`src/rtl/lkp_pkg.sv`:
```
package lkp_pkg;

    // Width of an index over n items; never less than one bit.
    function automatic int unsigned idx_w(input int unsigned n);
        return (n > 1) ? $clog2(n) : 1;
    endfunction

    // Which fallback policy a full set uses.
    typedef enum logic [1:0] {
        REPL_FIXED = 2'd0,   // single way: always way 0
        REPL_LRU   = 2'd1,   // two ways: the other one
        REPL_ROUND = 2'd2    // more ways: the one after the last used
    } repl_kind_e;

    function automatic repl_kind_e repl_kind(input int unsigned ways);
        if (ways == 1) return REPL_FIXED;
        if (ways == 2) return REPL_LRU;
        return REPL_ROUND;
    endfunction

endpackage

```
`src/rtl/lkp_tag_way.sv`:
```
// One way: per-set tag and valid storage plus its comparator.
module lkp_tag_way #(
    parameter int SETS  = 4,
    parameter int TAG_W = 2,
    parameter int IDX_W = 2
) (
    input  logic             clk,
    input  logic             rst_n,
    input  logic [IDX_W-1:0] rd_idx,
    input  logic [TAG_W-1:0] rd_tag,
    output logic             rd_vld,
    output logic             rd_hit,
    input  logic             wr_en,
    input  logic [IDX_W-1:0] wr_idx,
    input  logic [TAG_W-1:0] wr_tag
);

    typedef struct packed {
        logic [SETS-1:0][TAG_W-1:0] tag;
        logic [SETS-1:0]            vld;
    } bank_t;

    bank_t st_d, st_q;

    always_comb begin
        st_d = st_q;
        if (wr_en) begin
            st_d.tag[wr_idx] = wr_tag;
            st_d.vld[wr_idx] = 1'b1;
        end
        rd_vld = st_q.vld[rd_idx];
        rd_hit = st_q.vld[rd_idx] && (st_q.tag[rd_idx] == rd_tag);
    end

    always_ff @(posedge clk) begin
        if (!rst_n) begin
            st_q <= '0;
        end else begin
            st_q <= st_d;
        end
    end

endmodule

```
`src/rtl/lkp_repl.sv`:
```
// Per-set recency record and victim choice.
module lkp_repl #(
    parameter int SETS   = 4,
    parameter int WAYS   = 2,
    parameter int IDX_W  = 2,
    parameter int WIDX_W = 1
) (
    input  logic              clk,
    input  logic              rst_n,
    input  logic [IDX_W-1:0]  lk_idx,
    input  logic [WAYS-1:0]   lk_vld,
    input  logic              lk_touch,
    input  logic [WIDX_W-1:0] lk_way,
    input  logic              al_en,
    input  logic [IDX_W-1:0]  al_idx,
    input  logic [WIDX_W-1:0] al_way,
    output logic [WIDX_W-1:0] victim
);

    typedef struct packed {
        logic [SETS-1:0][WIDX_W-1:0] mru;
    } repl_t;

    repl_t st_d, st_q;

    logic [WIDX_W-1:0] cur_mru;
    logic [WIDX_W-1:0] full_pick;
    logic [WIDX_W-1:0] free_pick;
    logic              free_any;

    assign cur_mru = st_q.mru[lk_idx];

    // Policy for a full set, chosen by the number of ways.
    generate
        if (lkp_pkg::repl_kind(WAYS) == lkp_pkg::REPL_FIXED) begin : g_fixed
            assign full_pick = '0;
        end else if (lkp_pkg::repl_kind(WAYS) == lkp_pkg::REPL_LRU) begin : g_lru
            assign full_pick = ~cur_mru;
        end else begin : g_round
            assign full_pick = (cur_mru == WIDX_W'(WAYS - 1)) ? '0 : cur_mru + 1'b1;
        end
    endgenerate

    always_comb begin
        free_pick = '0;
        free_any  = 1'b0;
        for (int w = WAYS - 1; w >= 0; w--) begin
            if (!lk_vld[w]) begin
                free_pick = WIDX_W'(w);
                free_any  = 1'b1;
            end
        end
        victim = free_any ? free_pick : full_pick;

        st_d = st_q;
        if (lk_touch) st_d.mru[lk_idx] = lk_way;
        if (al_en)    st_d.mru[al_idx] = al_way;
    end

    always_ff @(posedge clk) begin
        if (!rst_n) begin
            st_q <= '0;
        end else begin
            st_q <= st_d;
        end
    end

endmodule

```
`src/rtl/lkp_set_assoc_tags.sv`:
```
module lkp_set_assoc_tags #(
    parameter int FRAMES      = 8,
    parameter int WAYS        = 2,
    parameter int BLOCK_WORDS = 8,
    parameter int MEM_WORDS   = 128,
    localparam int ADDR_W = $clog2(MEM_WORDS),
    localparam int WIDX_W = lkp_pkg::idx_w(WAYS)
) (
    input  logic              clk,
    input  logic              rst_n,
    input  logic              lk_en,
    input  logic [ADDR_W-1:0] lk_addr,
    output logic [WAYS-1:0]   hit_way,
    output logic              hit,
    output logic [WIDX_W-1:0] victim_way,
    input  logic              alloc_en,
    input  logic [ADDR_W-1:0] alloc_addr,
    input  logic [WIDX_W-1:0] alloc_way
);

    localparam int OFF_W = $clog2(BLOCK_WORDS);
    localparam int SETS  = FRAMES / WAYS;
    localparam int SET_W = $clog2(SETS);
    localparam int IDX_W = lkp_pkg::idx_w(SETS);
    localparam int TAG_W = ADDR_W - OFF_W - SET_W;

    logic [IDX_W-1:0]  lk_idx, al_idx;
    logic [TAG_W-1:0]  lk_tag, al_tag;
    logic [WAYS-1:0]   lk_set_vld;
    logic [WIDX_W-1:0] hit_idx;

    assign lk_tag = lk_addr[ADDR_W-1 -: TAG_W];
    assign al_tag = alloc_addr[ADDR_W-1 -: TAG_W];

    // Set field exists only when there is more than one set.
    generate
        if (SET_W > 0) begin : g_set_field
            assign lk_idx = IDX_W'(lk_addr[OFF_W + SET_W - 1 : OFF_W]);
            assign al_idx = IDX_W'(alloc_addr[OFF_W + SET_W - 1 : OFF_W]);
        end else begin : g_one_set
            assign lk_idx = '0;
            assign al_idx = '0;
        end
    endgenerate

    generate
        for (genvar w = 0; w < WAYS; w++) begin : g_way
            lkp_tag_way #(
                .SETS (SETS),
                .TAG_W(TAG_W),
                .IDX_W(IDX_W)
            ) i_way (
                .clk   (clk),
                .rst_n (rst_n),
                .rd_idx(lk_idx),
                .rd_tag(lk_tag),
                .rd_vld(lk_set_vld[w]),
                .rd_hit(hit_way[w]),
                .wr_en (alloc_en && (alloc_way == WIDX_W'(w))),
                .wr_idx(al_idx),
                .wr_tag(al_tag)
            );
        end
    endgenerate

    always_comb begin
        hit_idx = '0;
        for (int w = 0; w < WAYS; w++) begin
            if (hit_way[w]) hit_idx = WIDX_W'(w);
        end
        hit = |hit_way;
    end

    lkp_repl #(
        .SETS  (SETS),
        .WAYS  (WAYS),
        .IDX_W (IDX_W),
        .WIDX_W(WIDX_W)
    ) i_repl (
        .clk     (clk),
        .rst_n   (rst_n),
        .lk_idx  (lk_idx),
        .lk_vld  (lk_set_vld),
        .lk_touch(lk_en && hit),
        .lk_way  (hit_idx),
        .al_en   (alloc_en),
        .al_idx  (al_idx),
        .al_way  (alloc_way),
        .victim  (victim_way)
    );

endmodule

```
`config.mk`:
```
export PLATFORM = sky130hd
export DESIGN_NAME = lkp_set_assoc_tags
export DESIGN_NICKNAME = d
export VERILOG_FILES = /design/src/rtl/lkp_pkg.sv /design/src/rtl/lkp_tag_way.sv /design/src/rtl/lkp_repl.sv /design/src/rtl/lkp_set_assoc_tags.sv
export SDC_FILE = /design/constraint.sdc
export NUM_CORES = 1
export LEC_CHECK = 0
export CAP_MARGIN = 0
export CORE_MARGIN = 10
export CORE_UTILIZATION = 48
export CTS_CLUSTER_SIZE = 24
export DETAILED_ROUTE_END_ITERATION = 7
export HOLD_SLACK_MARGIN = 0.05
export MAX_ROUTING_LAYER = met4
export PLACE_DENSITY = 0.71
export SLEW_MARGIN = 20
export SYNTH_ARGS = -nofsm -noshare
export SYNTH_HDL_FRONTEND = slang
export SYNTH_HIERARCHICAL = 1
export SYNTH_SLANG_ARGS = --single-unit
```
`constraint.sdc`:
```
create_clock -name clk -period 2.7 [get_ports clk]
set_clock_uncertainty 0.05 [all_clocks]
set_input_delay 0.54 -clock clk [delete_from_list [all_inputs] [get_ports clk]]
set_output_delay 0.54 -clock clk [all_outputs]
set_load 0.01 [all_outputs]
```
== Yosys cells after proc, flatten, opt, wreduce, memory -nomap -nowiden ==
Index checks and enable logic that the tools add are counted.
Storage, ports and cells
  word-level logic and storage cells: 59
  input bits: 19
  register bits: 28
  output and inout port bits: 4
Cells by class
  bitwise gates (word level): 4
  reduce and logical (&&, ||, !) cells: 8
  equality and inequality tests: 2
  multiplexer cells: 27
  order comparisons: 4
Operators by type and width (number)
  $bwmux W8: 2
  $mux W1: 10
  $bmux W2 S2: 2
  $bwmux W4: 2
  $mux W4: 2
  $or A4 B4 Y4: 2
  $logic_and A1 B1 Y1: 7
  $bmux W1 S2: 3
  $lt A2 B3 Y1 const B: 2
  $mux W2: 3
  $demux W1 S2: 2
  $demux W2 S2: 1
  $eq A2 B2 Y1: 2
  $ge A2 B1 Y1 const B: 2
  $not A1 Y1: 2
  $reduce_or A2 Y1: 1

== Logic depth before layout (Yosys ltp) ==
Gate-level depths: netlist of run 1.
  word-level depth: 9
  mapped depth: 7
  depth with buffers taken out: 7

== Cells and area by module ==
The synthesis of run 1 kept the hierarchy.
By module, submodules not included
  lkp_tag_way: area each 545.5 µm², cells an instance 46, instances 2
  lkp_repl: area each 296.5 µm², cells an instance 36, instances 1
  lkp_set_assoc_tags: area each 33.8 µm², cells an instance 5, instances 1

== Worst setup path after synthesis of run 1 ==
Ideal clock, no wire load.
  path kind: input -> output
  from: in lk_addr[3]
  to: out hit
  cell stages on the path: 4
  arrival: 1.704 ns
  setup slack: 0.406 ns
  path through: mux4_1 > xnor2_1 > and3_1 > or2_1
Between the ends
  word-level cells in the longest chain between the ends: 5
RTL lines
  start: declaration: line lkp_set_assoc_tags.sv:12  | input logic [ADDR_W-1:0] lk_addr,
  $bmux W2 S2: line lkp_tag_way.sv:32  | rd_hit = st_q.vld[rd_idx] && (st_q.tag[rd_idx] == rd_tag);
  $mux W2 (not written as such): line lkp_tag_way.sv:32
  $eq A2 B2 Y1: line lkp_tag_way.sv:32
  $logic_and A1 B1 Y1: line lkp_tag_way.sv:32
  $reduce_or A2 Y1 (*): line lkp_set_assoc_tags.sv:71  | hit = |hit_way;
  end: declaration: line lkp_set_assoc_tags.sv:14  | output logic hit,
Mark *: on every way between the ends. The rest lies on a longest branch, timed or not. The select of a mux whose other input is x is not followed.

== Worst setup path after layout of run 1 ==
Ends and elaborated chain as after synthesis.

==> out/qor.txt, run 1 <==
Status - completed
Total number of vias - 1036
HPWL Detailed - 2250 um
Final Cell Area - 1660 um^2
Hold slack - 0.426 ns
Die H - 74.4 um
Area of the multi-input gates - 793 um^2
Routability cong. - 0.816
RSZ-0062 raised after global routing - no
Fraction of layout cells with a size suffix above 1 - 12.2%
Final setup fails - 0
Ys Warns - 6
CTS buffer count - 3
Max_cap viols - 0
Mapped cell area - 1420 um^2
First-pass GRT wire length - 5040 um
CTS root buf - clkbuf_4
Worst Setup EP - hit
Place WS - -0.746 ns
Final Routed Wirelength - 3020 um
CP Launch Type - input port
Core ar. - 2810 um^2
Vias in the first global route - 1049
Crit. End Element - output port
Pwr dens - 444 nW/um^2
Pin count of the biggest net entering global routing - 29
Part of the power in combinational logic - 14.0%
Final Util - 59.1%
Static Leak - 0.690 nW
Antenna violations before repair - 0
Sw Pwr - 173 uW
Share of total power in sequential cells - 58.7%
Final antenna diode count - 0
FF/Latch Area - 561 um^2
Worst-Margin Slew - 0.754 ns
Fin. Hold Viols - 0
Sequential share of the synthesized area - 39.4%
CTS max path bufs - 2
Cell row count - 19
R2r worst-path depth - 8
Max-slew violations - 0
Adder-cell share of the synthesized area - 0%
CTS sink cnt - 28
CTS tree - done
Yosys reg bits - 28
Fin nets - 176
Antenna violation net count after detailed routing - 0
Syn_nets - 152
1st-iter DRT viols - 84
Worst EP arrival - 2.02 ns
Clock network power share - 27.3%
GRT Util Overall - 11.9%
Tcrit/Tclk final - 96.6%
Setup WS post-layout - 0.0906 ns
Initial core utilization - 50.7%
Port Buffers - 16
Die width - 74.4 um
Post-DR vias/cell - 5.54
Residual DRC - 0
Post-route setup TNS - 0 ns
Relative slew slack - 49.6%
Hold WC Path Type - flip-flop to flip-flop
CP Max Fanout - 6
Cts hold-fix bufs - 0
Post-Place Cell Area - 1650 um^2
Reg2reg setup slack - 0.58 ns
Post-Synthesis Cells - 133
Finished Layout Cells - 187
Syn Area/Cell - 10.7 um^2
WP data required - 2.11 ns
Max Fclk - 383 MHz
CTS HTree Levels - 1
Design Power - 736 uW
DP Cell Count - 183
CP Class - input port to output port
Fillcell total - 257
Main combinational cell family by area after synthesis - multiplexers
Worst-Skew Late Latency - 0.32 ns
Post-synthesis mux area share - 26.6%
Yosys cell types - 24
Crit. Startpoint - lk_addr[3]
Area share of and/or/nand/nor cells after synthesis - 20.0%
Clock-pin slew on the worst setup and hold paths - 0.14 ns
Compound-Gate Fraction of Synth Area - 8.10%
Worst R2R Start - g_way[1].i_way/st_q[10]
Full die area - 5540 um^2
Detail-routed net length per standard cell - 16.1 um
GR Overflow Total - 0
Internal power - 563 uW
Syn-to-layout area delta - 16.7%
Maximum VDD drop - 216 uV
Hold depth - 2
Pre-antenna DRT Iters - 4
Xor/xnor share of the synthesized area - 2.46%
# IOs - 23
R2r endpoint - i_repl/st_q[0]
Sw frac - 23.5%
Crit path time final - 2.61 ns
-- worst max-delay path: stages --
cell,delay [ns]
buf_6,0.11
mux4_2,0.51
xnor2_1,0.13
and3_1,0.21
or2_1,0.23
dlygate4sd2_1,0.28
-- placed cells by master (no fill, tap or decap) --
master / n
o21ai_0: 4
buf_4: 6
nor3b_1: 3
buf_6: 2
nor3b_2: 1
nand2b_1: 3
mux2i_1: 22
and2_1: 1
a21boi_0: 6
nor2_1: 2
mux4_1: 1
nand2_1: 3
mux4_2: 5
clkbuf_8: 1
or2_1: 1
and3_1: 2
nor2b_1: 17
o31ai_1: 1
xnor2_1: 4
inv_1: 6
o21a_1: 3
a21oi_1: 4
nand3_1: 4
dlygate4sd2_1: 4
clkbuf_2: 1
dfxtp_1: 28
clkdlybuf4s50_1: 10
nand3b_1: 8
clkbuf_4: 3
-- registers in the layout, indices dropped and copies added, names as in the netlist --
register          flops
i_repl/st_q           4
g_way.i_way/st_q     24
-- layout make-up --
cell class                 instances  area share [%]
timing repair buffer              23            12.5
sequential                        28            33.8
clock buffer                       4            2.19
tap                               31            2.34
multi-input combinational         95            47.8
inverter                           6            1.36
-- worst min path at each step --
stage	from	endpoint	slack, ns
global placement	g_way[0].i_way/st_q[1]	g_way[0].i_way/st_q[1]	0.40
detailed placement	g_way[0].i_way/st_q[0]	g_way[0].i_way/st_q[0]	0.41
finish	g_way[0].i_way/st_q[3]	g_way[0].i_way/st_q[3]	0.43
global route	g_way[0].i_way/st_q[2]	g_way[0].i_way/st_q[2]	0.46
CTS	g_way[0].i_way/st_q[3]	g_way[0].i_way/st_q[3]	0.43
floorplan	g_way[0].i_way/st_q[1]	g_way[0].i_way/st_q[1]	0.38
-- per-layer routing --
| metal | vias up | track usage [%] | routed length (um) |
|---|---|---|---|
| li1 | 516 | - | - |
| met1 | 501 | 13.9 | 1440 |
| met2 | 19 | 18.8 | 1430 |
| met3 | 0 | 3.46 | 144 |
| met4 | 0 | 4.83 | 0 |
| met5 | - | - | 0 |
-- power groups by stage --
stage          Combinational, mW  Clock (mW)  Sequential, mW
6_report                   0.103       0.201           0.433
5_1_grt                    0.113       0.226           0.434
4_1_cts                    0.103       0.207           0.432
3_5_place_dp               0.103           0           0.441
3_3_place_gp               0.100           0           0.441
2_1_floorplan             0.0540           0           0.439
-- cell families (layout without fill, tap and decap cells) --
family,after synthesis,count (layout)
muxes,28,28
buffers and inverters,10,33
AOI/OAI and AO/OA,18,18
and+or+nand+nor,45,45
xor gates and xnor gates,4,4
DFF,28,28
-- Yosys cell counts, drive strengths merged --
library cell / n / area share (%)
mux4: 6 / 11
clkbuf: 2 / 0.53
nor3b: 4 / 2.5
o31ai: 1 / 0.53
and2: 1 / 0.44
dfxtp: 28 / 39
nand2b: 3 / 1.3
nand2: 3 / 0.79
a21boi: 6 / 3.2
inv: 6 / 1.6
nand3b: 8 / 4.2
xnor2: 4 / 2.5
buf: 2 / 1.3
a21oi: 4 / 1.4
nand3: 4 / 1.4
o21a: 3 / 1.6
mux2i: 22 / 15
nor2b: 17 / 7.5
nor2: 2 / 0.53
and3: 2 / 0.88
o21ai: 4 / 1.4
or2: 1 / 0.44
-- what timing repair did --
| item | in CTS | in global routing |
|---|---|---|
| cloned | 0 | 0 |
| buffers inserted | 0 | 0 |
| endpoints found under the setup margin | 8 | 1 |
| hold endpoints to repair | 0 | 0 |
| gates resized for setup | 16 | 4 |
Note: power is estimated with default switching activity, not from simulation.
==> inputs of run 2 (changes only) <==
Settings changed: PLACE_DENSITY 0.71 to 0.7, SYNTH_HIERARCHICAL 1 to not set.
==> run 2 against run 1 <==
Cell count up 14%. Synthesized area is 10% higher. Synthesized cell count rose by 16%. Highest routed layer is now met4.
==> out/qor.txt, run 2 <==
CP Class - input port to output port
Syn_nets - 173 (+14%)
Tcrit/Tclk final - 96.9% (+0.25 points)
Worst-Skew Late Latency - 0.33 ns (about the same)
Internal power - 658 uW (+17%)
Syn Area/Cell - 10.2 um^2 (-4.7%)
WP data required - 2.11 ns (about the same)
Final antenna diode count - 0 (unchanged)
Sequential share of the synthesized area - 35.7% (-3.7 points)
Hold wc startpoint - g_way[0].i_way.st_q[1]
DP Cell Count - 209 (+14%)
Core ar. - 3100 um^2 (+11%)
Commonest non-fill, non-tap cell in the layout - dfxtp_1
Final setup fails - 0 (unchanged)
Antenna violations before repair - 0 (unchanged)
Worst EP arrival - 2.03 ns (about the same)
R2r endpoint - i_repl.st_q[3]
First-pass GRT wire length - 6180 um (+23%)
CTS sink cnt - 28 (unchanged)
Cell row count - 20 (+1)
CTS root buf - clkbuf_4
Antenna violation net count after detailed routing - 0 (unchanged)
Uppermost routed layer - met4
Clock-pin slew on the worst setup and hold paths - 0.15 ns (about the same)
Largest register FFs - 24 (unchanged)
Yosys top cell by area - dfxtp_1
Met2 wire length - 1760 um (+23%)
Residual DRC - 0 (unchanged)
HPWL Detailed - 2660 um (+18%)
Die H - 77.2 um (+3.7%)
Hold WC Path Type - flip-flop to flip-flop
Max Fclk - 382 MHz (-0.25%)
Yosys top cell area share - 35.7% (-3.7 points)
Total number of vias - 1159 (+12%)
Share of total power in sequential cells - 51.3% (-7.4 points)
Most frequent cells in the layout - 28 x dfxtp_1, 19 x nor2b_1, 16 x mux2i_1
Status - completed
Max-slew violations - 0 (unchanged)
R2r worst-path depth - 5 (-3)
Post-Synthesis Cells - 154 (+16%)
Hold depth - 1 (-1)
Pwr dens - 468 nW/um^2 (+5.5%)
Pre-antenna DRT Iters - 4 (unchanged)
Largest reg by FF count - g_way.i_way.st_q
Worst-Margin Slew - 0.848 ns (+0.0937 ns)
Die width - 77.2 um (+3.7%)
Finished Layout Cells - 214 (+14%)
# IOs - 23 (unchanged)
Post-DR vias/cell - 5.42 (-2.2%)
Post-synth EDFFs - 0 (unchanged)
Reg2reg setup slack - 0.91 ns (+0.33 ns)
Detail-routed net length per standard cell - 16.7 um (+3.6%)
Yosys cell types - 30 (+25%)
Static Leak - 0.761 nW (+10%)
Pin count of the biggest net entering global routing - 29 (unchanged)
Clock network power share - 32.2% (+4.9 points)
Largest regs - g_way.i_way.st_q (24), i_repl.st_q (4)
Top FF cell, synth - dfxtp_1
Fin nets - 190 (+8.0%)
DRT met1 WL - 1610 um (+12%)
CTS max path bufs - 2 (unchanged)
GRT Util Overall - 12.9% (+1.0 points)
Fin. Hold Viols - 0 (unchanged)
CTS HTree Levels - 1 (unchanged)
Sw Pwr - 202 uW (+17%)
Part of the power in combinational logic - 16.5% (+2.5 points)
Top cells by area, synth - dfxtp_1 36%, mux2i_1 10%, mux4_1 10%
Most numerous cell in the Yosys netlist - dfxtp_1
Yosys reg bits - 28 (unchanged)
Async SR Flop Fraction - 0% (unchanged)
Fraction of layout cells with a size suffix above 1 - 12.4% (+0.17 points)
Ys Warns - 0 (-6)
Crit path time final - 2.62 ns (+0.00664 ns)
Full die area - 5960 um^2 (+7.6%)
Mapped cell area - 1570 um^2 (+10%)
GR Overflow Total - 0 (unchanged)
Sink of the worst hold path - g_way[0].i_way.st_q[1]
RSZ-0062 raised after global routing - no
Routability cong. - 0.966 (+18%)
Sw frac - 23.5% (+0.033 points)
Vias in the first global route - 1177 (+12%)
CTS buffer count - 3 (unchanged)
CP Max Fanout - 8 (+2)
Port Buffers - 16 (unchanged)
Crit. End Element - output port
Maximum VDD drop - 331 uV (+53%)
Met3 WL - 191 um (+33%)
Max_cap viols - 0 (unchanged)
Final Routed Wirelength - 3570 um (+19%)
CP Launch Type - input port
Cts hold-fix bufs - 0 (unchanged)
Relative slew slack - 43.3% (-6.3 points)
Worst R2R Start - g_way[1].i_way.st_q[11]
1st-iter DRT viols - 75 (-11%)
Design Power - 860 uW (+17%)
Commonest cells post-synth - 28 x dfxtp_1, 19 x nor2b_1, 16 x mux2i_1, 10 x clkbuf_1, 8 x nand3_1
CTS tree - done
Syn-to-layout area delta - 17.0%
Initial core utilization - 50.6% (-0.10 points)
[run 2: repair_timing]
action	CTS	global route
setup buffers	1	0
cloned	0	0
pin swaps	1	0
endpoints found under the setup margin	4	4
resized for setup	9	1
[run 2: worst max-delay path, cell delays in order]
cell and delay [ns]:
clkbuf_2 0.14, buf_4 0.19, mux4_1 0.57, xor2_1 0.17
o22ai_1 0.14, dlygate4sd2_1 0.29
[run 2: worst max path at each step]
stage                from   to  slack [ns]  cells past startpoint
6_report       lk_addr[3]  hit        0.08                      6
4_1_cts        lk_addr[3]  hit       -0.07                      6
2_1_floorplan  lk_addr[3]  hit        0.40                      5
3_3_place_gp   lk_addr[3]  hit       -0.64                      6
3_5_place_dp   lk_addr[3]  hit       -0.67                      6
5_1_grt        lk_addr[3]  hit       0.005                      6
[run 2: metrics by stage]
step	instance area (um^2)	hold WS [ns]	worst slack, ns	TNS [ns]	util [%]
floorplan	1570	0.380	0.404	0	-
global route	1840	0.457	0.00506	0	59.2
CTS	1840	0.436	-0.0690	-0.0889	59.3
detailed placement	1780	0.401	-0.671	-2.45	57.5
finish	1840	0.429	0.0839	0	59.2
global placement	1780	0.392	-0.640	-2.30	57.5
[run 2: layout make-up]
cell class              count  area, um^2
clock inverters             1        30.0
flip-flops and latches     28         561
fillers                   267        1270
well taps                  44        55.1
multi-input cells         105         917
inverters                   7        26.3
clock buffers               3        22.5
repair buffers             26         224
[run 2: cells by family after synthesis]
kind of cell | after synthesis | synth area share (%)
xor+xnor | 12 | 7.89
simple gates | 48 | 17.5
mux | 23 | 21.7
flops | 28 | 35.7
compound gates | 22 | 11.2
buf+inv | 21 | 6.06
[run 2: power groups by stage]
stage	Sequential (mW)	Clock, mW	Combinational [mW]
after detailed placement	0.449	0	0.139
after global placement	0.449	0	0.136
final	0.441	0.277	0.142
after floorplan	0.445	0	0.0920
after CTS	0.441	0.283	0.140
after global routing	0.444	0.296	0.154
[run 2: per-layer routing]
metal | vias to the layer above | GRT usage [%]
met3 | 2 | 3.50
li1 | 568 | -
met2 | 32 | 20.6
met5 | - | -
met4 | 0 | 1.82
met1 | 557 | 16.3
